===== src/rtl/nic_irq_pkg.sv =====
package nic_irq_pkg;

    localparam int NCAUSE = 9;
    localparam int DATA_W = 16;
    localparam int ADDR_W = 3;

    // cause bit positions (software decodes these)
    localparam int C_SOFT     = 0;
    localparam int C_RX_PKT   = 1;
    localparam int C_RX_HIGH  = 2;
    localparam int C_RX_EMPTY = 3;
    localparam int C_RX_DMA   = 4;
    localparam int C_TX_PKT   = 5;
    localparam int C_TX_LOW   = 6;
    localparam int C_TX_FULL  = 7;
    localparam int C_TX_DMA   = 8;

    localparam int CFG_EN_BIT   = 0;
    localparam int CMD_INTR_BIT = 0;
    localparam int CMD_RST_BIT  = 1;

    // number of watermark causes gated by hysteresis
    localparam int WM_N = 2;

    typedef logic [NCAUSE-1:0] cause_t;

    typedef enum logic [ADDR_W-1:0] {
        A_CFG    = 3'd0,
        A_STATUS = 3'd1,
        A_MASK   = 3'd2,
        A_CMD    = 3'd3,
        A_DELAY  = 3'd4
    } reg_addr_e;

    typedef struct packed {
        logic soft_irq;
        logic soft_rst;
    } cmd_t;

    function automatic cause_t cause_bit(int idx);
        return cause_t'(1) << idx;
    endfunction

    localparam cause_t MASK_RST = cause_bit(C_SOFT) | cause_bit(C_RX_HIGH) |
                                  cause_bit(C_RX_PKT) | cause_bit(C_TX_LOW);

    // watermark cause gated by pair g
    function automatic int wm_level(int g);
        return (g == 0) ? C_RX_HIGH : C_TX_LOW;
    endfunction

    // cause that re-arms pair g
    function automatic int wm_arm(int g);
        return (g == 0) ? C_RX_EMPTY : C_TX_FULL;
    endfunction

    function automatic cmd_t decode_cmd(logic [DATA_W-1:0] wd);
        cmd_t c;
        c.soft_irq = wd[CMD_INTR_BIT];
        c.soft_rst = wd[CMD_RST_BIT];
        return c;
    endfunction

endpackage


===== src/rtl/nic_irq_hyst.sv =====
module nic_irq_hyst (
    input  logic clk_i,
    input  logic rst_i,
    input  logic arm_i,
    input  logic level_i,
    output logic fire_o
);
    logic armed_q;

    always_ff @(posedge clk_i) begin
        if (rst_i)
            armed_q <= 1'b0;
        else
            armed_q <= arm_i | (armed_q & ~level_i);
    end

    assign fire_o = level_i & armed_q;

    // firing uses up the arming unless a re-arm came with it
    p_hyst_consume_r5: assert property (@(posedge clk_i) disable iff (rst_i)
        fire_o |=> (!armed_q || $past(arm_i)));

    // no fire without a prior arm pulse since reset
    p_hyst_needs_arm_r6: assert property (@(posedge clk_i) disable iff (rst_i)
        (!armed_q && !arm_i) |=> !armed_q);

endmodule


===== src/rtl/nic_irq_status.sv =====
module nic_irq_status
    import nic_irq_pkg::*;
(
    input  logic   clk_i,
    input  logic   rst_i,
    input  cause_t set_i,
    input  logic   rd_clr_i,
    input  logic   w1c_en_i,
    input  cause_t w1c_bits_i,
    output cause_t status_o
);
    cause_t status_q;
    cause_t kept;

    always_comb begin
        if (rd_clr_i)
            kept = '0;
        else if (w1c_en_i)
            kept = status_q & ~w1c_bits_i;
        else
            kept = status_q;
    end

    always_ff @(posedge clk_i) begin
        if (rst_i)
            status_q <= '0;
        else
            status_q <= kept | set_i;
    end

    assign status_o = status_q;

    // a read leaves only the pulses that came with it
    p_rdclr_keep_r2: assert property (@(posedge clk_i) disable iff (rst_i)
        (rd_clr_i && !rst_i) |=> status_q == $past(set_i));

    // a pulse always lands in status
    p_set_sticky_r2: assert property (@(posedge clk_i) disable iff (rst_i)
        ((|set_i) && !rst_i) |=> (status_q & $past(set_i)) == $past(set_i));

    // written ones are gone unless re-set
    p_w1c_r3: assert property (@(posedge clk_i) disable iff (rst_i)
        (w1c_en_i && !rd_clr_i && !rst_i) |=>
            (status_q & $past(w1c_bits_i & ~set_i)) == '0);

endmodule


===== src/rtl/nic_irq_timer.sv =====
module nic_irq_timer
    import nic_irq_pkg::*;
#(
    parameter int     DLY_W  = 8,
    parameter cause_t URGENT = cause_bit(C_SOFT)
) (
    input  logic             clk_i,
    input  logic             rst_i,
    input  logic             enable_i,
    input  cause_t           pending_i,
    input  logic [DLY_W-1:0] delay_i,
    output logic             irq_o
);
    logic             irq_q;
    logic             running_q;
    logic [DLY_W-1:0] cnt_q;
    logic             any_pend;
    logic             any_urgent;

    assign any_pend   = |pending_i;
    assign any_urgent = |(pending_i & URGENT);

    always_ff @(posedge clk_i) begin
        if (rst_i) begin
            irq_q     <= 1'b0;
            running_q <= 1'b0;
            cnt_q     <= '0;
        end else if (!enable_i || !any_pend) begin
            irq_q     <= 1'b0;
            running_q <= 1'b0;
        end else if (irq_q) begin
            irq_q     <= 1'b1;
        end else if (any_urgent) begin
            irq_q     <= 1'b1;
            running_q <= 1'b0;
        end else if (running_q) begin
            if (cnt_q <= DLY_W'(1)) begin
                irq_q     <= 1'b1;
                running_q <= 1'b0;
            end else begin
                cnt_q <= cnt_q - DLY_W'(1);
            end
        end else if (delay_i == '0) begin
            irq_q <= 1'b1;
        end else begin
            running_q <= 1'b1;
            cnt_q     <= delay_i;
        end
    end

    assign irq_o = irq_q;

    // line only follows an enabled, non-empty pending set
    p_irq_source_r4: assert property (@(posedge clk_i) disable iff (rst_i)
        irq_q |-> $past(enable_i && any_pend));

    // disabling drops the line
    p_disable_drops_r4: assert property (@(posedge clk_i) disable iff (rst_i)
        (!enable_i && !rst_i) |=> !irq_q);

    // urgent cause fires on the next edge
    p_urgent_fires_r7: assert property (@(posedge clk_i) disable iff (rst_i)
        (enable_i && any_urgent && !rst_i) |=> irq_q);

    // a running delay keeps counting down, never restarts
    p_no_restart_r9: assert property (@(posedge clk_i) disable iff (rst_i)
        (running_q && cnt_q > DLY_W'(1) && enable_i && any_pend && !rst_i) |=>
            (irq_q || cnt_q == $past(cnt_q) - DLY_W'(1)));

endmodule


===== src/rtl/nic_irq_ctrl.sv =====
module nic_irq_ctrl
    import nic_irq_pkg::*;
#(
    parameter int     DLY_W     = 8,
    parameter int     DELAY_RST = 8,
    parameter cause_t URGENT    = cause_bit(C_SOFT)
) (
    input  logic              clk_i,
    input  logic              rst_i,
    input  logic [ADDR_W-1:0] reg_addr_i,
    input  logic              reg_wr_i,
    input  logic              reg_rd_i,
    input  logic [DATA_W-1:0] reg_wdata_i,
    output logic [DATA_W-1:0] reg_rdata_o,
    input  logic [NCAUSE-1:0] cause_i,
    output logic              irq_o
);
    localparam logic [DLY_W-1:0] DLY_INIT = DLY_W'(DELAY_RST);

    logic             cfg_en_q;
    cause_t           mask_q;
    logic [DLY_W-1:0] delay_q;
    cause_t           status;
    cause_t           raw_set;
    cause_t           set_bits;
    cause_t           pending;
    logic [WM_N-1:0]  wm_fire;
    cmd_t             cmd;
    logic             cmd_wr;
    logic             srst;

    assign cmd    = decode_cmd(reg_wdata_i);
    assign cmd_wr = reg_wr_i && (reg_addr_i == A_CMD);
    assign srst   = rst_i || (cmd_wr && cmd.soft_rst);

    always_comb begin
        raw_set = cause_i;
        if (cmd_wr && cmd.soft_irq)
            raw_set[C_SOFT] = 1'b1;
    end

    // watermark hysteresis pairs
    for (genvar g = 0; g < WM_N; g++) begin : g_wm
        nic_irq_hyst u_hyst (
            .clk_i  (clk_i),
            .rst_i  (srst),
            .arm_i  (raw_set[wm_arm(g)]),
            .level_i(raw_set[wm_level(g)]),
            .fire_o (wm_fire[g])
        );
    end

    always_comb begin
        set_bits = raw_set;
        for (int g = 0; g < WM_N; g++)
            set_bits[wm_level(g)] = wm_fire[g];
    end

    nic_irq_status u_status (
        .clk_i     (clk_i),
        .rst_i     (srst),
        .set_i     (set_bits),
        .rd_clr_i  (reg_rd_i && (reg_addr_i == A_STATUS)),
        .w1c_en_i  (reg_wr_i && (reg_addr_i == A_STATUS)),
        .w1c_bits_i(reg_wdata_i[NCAUSE-1:0]),
        .status_o  (status)
    );

    always_ff @(posedge clk_i) begin
        if (srst) begin
            cfg_en_q <= 1'b0;
            mask_q   <= MASK_RST;
            delay_q  <= DLY_INIT;
        end else if (reg_wr_i) begin
            case (reg_addr_i)
                A_CFG:   cfg_en_q <= reg_wdata_i[CFG_EN_BIT];
                A_MASK:  mask_q   <= reg_wdata_i[NCAUSE-1:0];
                A_DELAY: delay_q  <= reg_wdata_i[DLY_W-1:0];
                default: ;
            endcase
        end
    end

    assign pending = status & mask_q;

    nic_irq_timer #(
        .DLY_W (DLY_W),
        .URGENT(URGENT)
    ) u_timer (
        .clk_i    (clk_i),
        .rst_i    (srst),
        .enable_i (cfg_en_q),
        .pending_i(pending),
        .delay_i  (delay_q),
        .irq_o    (irq_o)
    );

    always_comb begin
        reg_rdata_o = '0;
        case (reg_addr_i)
            A_CFG:    reg_rdata_o[CFG_EN_BIT] = cfg_en_q;
            A_STATUS: reg_rdata_o = DATA_W'(status);
            A_MASK:   reg_rdata_o = DATA_W'(mask_q);
            A_DELAY:  reg_rdata_o = DATA_W'(delay_q);
            default:  reg_rdata_o = '0;
        endcase
    end

    // command reset restores the reset state
    p_cmd_reset_r10: assert property (@(posedge clk_i) disable iff (rst_i)
        (cmd_wr && cmd.soft_rst) |=> (mask_q == MASK_RST && !cfg_en_q && status == '0));

    // line is low right after any reset
    p_reset_quiet_r1: assert property (@(posedge clk_i)
        srst |=> !irq_o);

endmodule


===== config.mk =====
export PLATFORM = sky130hd
export DESIGN_NAME = nic_irq_ctrl
export DESIGN_NICKNAME = d
export VERILOG_FILES = /design/src/rtl/nic_irq_pkg.sv /design/src/rtl/nic_irq_hyst.sv /design/src/rtl/nic_irq_status.sv /design/src/rtl/nic_irq_timer.sv /design/src/rtl/nic_irq_ctrl.sv
export SDC_FILE = /design/constraint.sdc
export NUM_CORES = 1
export LEC_CHECK = 0
export BUFFER_PORTS_ARGS = -buffer_cell sky130_fd_sc_hd__buf_2
export CORE_ASPECT_RATIO = 0.8
export CORE_MARGIN = 10
export CORE_UTILIZATION = 54
export DETAILED_ROUTE_END_ITERATION = 7
export PLACE_DENSITY_LB_ADDON = 0.08
export SLEW_MARGIN = 20
export SYNTH_ARGS = -nofsm -noshare
export SYNTH_HDL_FRONTEND = slang
export SYNTH_HIERARCHICAL = 1
export SYNTH_SLANG_ARGS = --single-unit

===== constraint.sdc =====
create_clock -name clk_i -period 2.4 [get_ports clk_i]
set_input_delay 0.12 -clock clk_i [delete_from_list [all_inputs] [get_ports clk_i]]
set_output_delay 0.12 -clock clk_i [all_outputs]
set_load 0.01 [all_outputs]

# Yosys cells after proc, flatten, opt, wreduce, memory -nomap -nowiden
# Index checks and enable logic that the tools add are counted.
[op_classes]
n_eq_ne = 6
addsub = 1
muxes = 17
n_shift = 0
reduce_logical = 17
div_mod_pow = 0
bitwise_logic = 15
order_cmp = 1
n_mul = 0
[ops]
columns = ["cell", "n"]
rows = [
  ["$mux 8", 3],
  ["$pmux 8 s3", 1],
  ["$and 9x9->9", 2],
  ["$mux 9", 2],
  ["$mux 1", 10],
  ["$not 9->9", 1],
  ["$or 9x9->9", 1],
  ["$reduce_or 9->1", 1],
  ["$le 8x1->1 const B", 1],
  ["$logic_not 8->1", 1],
  ["$sub 8x1->8 const B", 1],
  ["$eq 3x2->1 const B", 2],
  ["$reduce_and 2->1", 3],
  ["$logic_and 1x1->1", 5],
  ["$not 1->1", 5],
  ["$reduce_and 5->1", 1],
  ["$and 1x1->1", 4],
  ["$pmux 1 s4", 1],
  ["$eq 3x1->1 const B", 1],
  ["$eq 3x3->1 const B", 1],
  ["$logic_not 3->1", 1],
  ["$logic_not 1->1", 2],
  ["$logic_or 1x1->1", 2],
  ["$ne 2x1->1 const B", 1],
  ["3 further kinds", 4],
]
[totals]
latch_bits = 0
regBits = 39
rom_bits = 0
word_cells = 66
ramBits = 0
inputBits = 32
memories = 0
output_inout_bits = 17

# Longest topological paths before layout
[depth]
ltp_word = 6
depth_mapped = 8
depth_no_buf = 7

# Cells and area by module
# Netlist, hierarchy kept.
[modules_own_cells]
columns = ["mod", "n_inst", "cells_each", "area_each_um2", "seq_area_each_um2"]
rows = [
  ["nic_irq_ctrl", 1, 131, 1074.8, 360.3],
  ["nic_irq_timer", 1, 77, 700.7, 200.2],
  ["nic_irq_status", 1, 39, 322.8, 180.2],
  ["nic_irq_hyst", 2, 5, 46.3, 20.0],
]

# Worst setup path after synthesis
# OpenSTA, ideal clock, no wires.
[synth_timing]
kind = "reg2reg"
from = "reg u_status.status_q[4], in the netlist u_status/status_o[4]"
to = "reg u_timer.cnt_q[3]"
stages_incl_launch_ff = 8
setup_time_ps = 114
arrival_ps = 1761
period_less_slack_ps = 1875
slack_ps = 525
path_cell_list = "dfxtp_1 -> and2_1 -> or4_4 -> o41ai_4 -> nor4b_2 -> buf_6 -> mux2i_1 -> nor2_1"
[synth_via]
elab_chain_cells = 6
[synth_lines]
columns = ["element", "line_no", "source"]
rows = [
  ["start: declaration", "nic_irq_status.sv:12", "cause_t status_q;"],
  ["start signal: assignment", "nic_irq_status.sv:28", "status_q <= kept | set_i;"],
  ["$and 9x9->9", "nic_irq_ctrl.sv:84", "assign pending = status & mask_q;"],
  ["via pending[4]", "nic_irq_ctrl.sv:26", "cause_t pending;"],
  ["$reduce_or 9->1", "nic_irq_timer.sv:20", "assign any_pend = |pending_i;"],
  ["$logic_not 1->1", "nic_irq_timer.sv:28", "end else if (!enable_i || !any_pend) begin"],
  ["$logic_or 1x1->1", "nic_irq_timer.sv:28", ""],
  ["$not 1->1 (no source line)", "-", ""],
  ["$reduce_and 5->1 (no source line)", "-", ""],
  ["end signal: assignment", "nic_irq_timer.sv:41", "cnt_q <= cnt_q - DLY_W'(1);"],
  ["end signal: assignment", "nic_irq_timer.sv:47", "cnt_q <= delay_i;"],
  ["end: declaration", "nic_irq_timer.sv:16", "logic [DLY_W-1:0] cnt_q;"],
]
# The timed path passes the listed nets, and every way through them passes these cells.
# A chain may end at the register's enable or synchronous reset.

# Worst setup path in the final report
[layout_timing]
from = "reg u_status.status_q[4], in the netlist u_status/status_o[4]"
to = "reg u_timer.cnt_q[2]"
# Same word-level chain as after synthesis.

==> flow_metrics.env <==
export IMPL_outcome="finished clean"
export IMPL_die_height_um=77.0
export IMPL_slew_viol_final=0
export IMPL_ant_nets=0
export IMPL_tightest_slew_ns=0.681
export IMPL_cp_top_family="simple AND/OR/NAND/NOR gates"
export IMPL_viasPerCell=5.48
export IMPL_synth_top_family_by_area="simple AND/OR/NAND/NOR gates"
export IMPL_nets=318
export IMPL_cp_cell_sequence="and2_1 -> or4_4 -> o41ai_4 -> nor4b_2 -> buf_4 -> a21oi_1 -> a211oi_2"
export IMPL_clock_latency_ns=0.29
export IMPL_holdBufCountCts=0
export IMPL_slowest_stage="or4_4"
export IMPL_hold_violations=0
export IMPL_clkPwrFrac_pct=36.2
export IMPL_yosys_area_share_adder_pct=1.14
export IMPL_fin_util_pct=62.6
export IMPL_yosysWarnings=6
export IMPL_grt_pass1_wl_mm=8.97
export IMPL_hpwlAfterDp_mm=3.87
export IMPL_synthMuxAreaShare_pct=7.31
export IMPL_drt_wl_total_mm=5.37
export IMPL_clock_fmax_mhz=479
export IMPL_io_buffers=34
export IMPL_synth_top_area_share_pct=35.6
export IMPL_fp_row_count=20
export IMPL_rsz0062_at_grt="no"
export IMPL_synth_top_cell_by_area="dfxtp_1"
export IMPL_dieArea_um2=7020
export IMPL_cp_start_kind="flip-flop"
export IMPL_setup_violations=0
export IMPL_layout_drive_gt1_share_pct=24.9
export IMPL_power_switching_uw=342
export IMPL_async_reset_ff_share_pct=0
export IMPL_leakagePower_uw=0.000961
export IMPL_grt_max_degree=20
export IMPL_coreArea_um2=3850
export IMPL_avgRoutedWirePerCell_um=15.8
export IMPL_synthCells=257
export IMPL_min_path_type="primary input to flip-flop"
export IMPL_cp_required_ns=2.57
export IMPL_final_cell_mix="42 x nand2_1, 39 x dfxtp_1, 34 x buf_2"
export IMPL_p_int_uw=1000
export IMPL_finalSetupTns_ns=0
export IMPL_antenna_found_initial=0
export IMPL_cp_startpoint="u_status/status_o[4]$_SDFF_PP0_"
export IMPL_criticalPathCategory="flip-flop to flip-flop"
export IMPL_synth_edff_count=0
export IMPL_synth_compound_area_share_pct=18.9
export IMPL_synth_avg_cell_area_um2=8.52
export IMPL_pin_count=49
export IMPL_synth_cell_types=50
export IMPL_die_w_um=91.2
export IMPL_mostFrequentLayoutCell="nand2_1"
export IMPL_finClkSkew_ns=0.00277
export IMPL_combPwrFrac_pct=12.7
export IMPL_clock_path_buffers=2
export IMPL_root_buffer="clkbuf_8"
export IMPL_finalWeightedCongestion=0.818
export IMPL_grt_use_total_pct=15.4
export IMPL_synth_xor_xnor_area_share_pct=0
export IMPL_ys_seq_area_share_pct=35.6
export IMPL_numClockSinks=39
export IMPL_fill_cells=376
export IMPL_worst_path_buf_inv=1
export IMPL_max_slew_margin_pct=54.5
export IMPL_ctsResizeCount=0
export IMPL_drt_pass1_iter_count=4
export IMPL_crit_arrival_ns=2.26
export IMPL_numCtsBuffers=5
export IMPL_synth_seq_cells=39
export IMPL_drtIter0Drc=161
export IMPL_min_period_over_period_pct=86.9
export IMPL_grt_pass1_vias=1801
export IMPL_overflow=0
export IMPL_cts_htree_levels=2
export IMPL_power_density_nw_per_um2=558
export IMPL_synth_simple_area_share_pct=27.7
export IMPL_fin_crit_ns=2.09
export IMPL_diodes=0
export IMPL_area_delta_synth_final_pct=10.2
export IMPL_postCtsSetupBuffers=0
export IMPL_synthFlopType="dfxtp_1"
export IMPL_p_seq_share_pct=51.0
export IMPL_cpPeakStageDelay_ns=0.55
export IMPL_initial_core_util_pct=56.9
export IMPL_drc=0
export IMPL_clk_pin_slew_ns=0.07
export IMPL_crit_path_max_fanout=12
export IMPL_cts_tree="built"
export IMPL_syn_area_um2=2190
export IMPL_ir_drop_uv=351
export IMPL_cp_end_kind="flip-flop"
export IMPL_cap_violations=0
export IMPL_hold_start="cause_i[4]"
export IMPL_vias=1863
export IMPL_swShare_pct=25.4
export IMPL_synth_area_leaders="dfxtp_1 36%, mux2i_1 7.3%, nand2_1 7.2%"
export IMPL_r2r_start="u_status/status_o[4]$_SDFF_PP0_"
[metal layers]
layer  GRT usage [%]  wire [µm]  vias to the layer above
li1                -          -                      940
met1            21.1       2530                      863
met2            22.4       2360                       55
met3            5.16        441                        5
met4            3.75         42                        0
met5               0          0                        -
[area by class of cell]
type | instances | area, µm² | area share, %
Multi-Input combinational cell | 194 | 1230 | 51.1
Inverter | 7 | 26.3 | 1.09
Timing Repair Buffer | 37 | 205 | 8.50
Tap cell | 55 | 68.8 | 2.85
Clock buffer | 8 | 100 | 4.15
Sequential cell | 39 | 781 | 32.3
[tightest hold or removal path: stages]
cell     delay, ns
buf_2         0.08
a31oi_1       0.03
nor2_1        0.07
[synthesized netlist by cell type (all sizes together) (2+ instances only)]
cell and count:
nand2 42, dfxtp 39, nor2 31, buf 18, mux2i 16, a31oi 13, and2 11, o21ai 11
a21oi 9, a22oi 7, inv 7, a211oi 6, nand3 5, clkbuf 4, or3 4, nand2b 3
or4 3, and3b 2, and4bb 2, ha 2, nor2b 2, nor3 2, nor4b 2, o31ai 2
[worst paths after layout]
path / to / slack, ns / cells past startpoint
worst min register to register: mask_q[8]$_SDFFE_PP0P_ / 0.47 / 2
worst max-delay path: u_timer/cnt_q[2]$_SDFFE_PP0P_ / 0.31 / 7
worst max register to register: u_timer/cnt_q[2]$_SDFFE_PP0P_ / 0.31 / 7
worst min-delay path: u_status/status_o[4]$_SDFF_PP0_ / 0.04 / 3
[sequential cells by signal, indices dropped and copies added (netlist names)]
| name | count |
|---|---|
| cfg_en_q | 1 |
| delay_q | 8 |
| g_wm.u_hyst/armed_q | 2 |
| mask_q | 9 |
| u_status/status_o | 9 |
| u_timer/cnt_q | 8 |
| u_timer/irq_o | 1 |
| u_timer/running_q | 1 |
[kinds of logic after synthesis]
logic type	after synthesis
and+or+nand+nor	115
AOI/OAI and AO/OA	54
DFF	39
buffers and inverters	30
muxes	16
adders and majority gates	2
other	1
[power by group through the flow]
stage / sequential [µW] / combinational [µW] / clock, µW
after detailed placement: 702 / 171 / 0
after CTS: 687 / 172 / 494
after global placement: 702 / 168 / 0
after floorplan: 696 / 130 / 0
after global routing: 690 / 193 / 514
final: 687 / 171 / 488
[stage by stage]
step                      instances  hold slack, ns  total power, µW  cell area (µm²)  setup WS (ns)
after CTS                       340          0.0350             1350             2410          0.309
after floorplan                 263           0.219              826             2210          0.525
after global placement          332           0.328              870             2310          0.343
after detailed placement        332           0.330              873             2310          0.324
final                           340          0.0388             1350             2410          0.314
after global routing            340          0.0444             1400             2410          0.159
No activity file was read; power rests on OpenSTA's default activity.
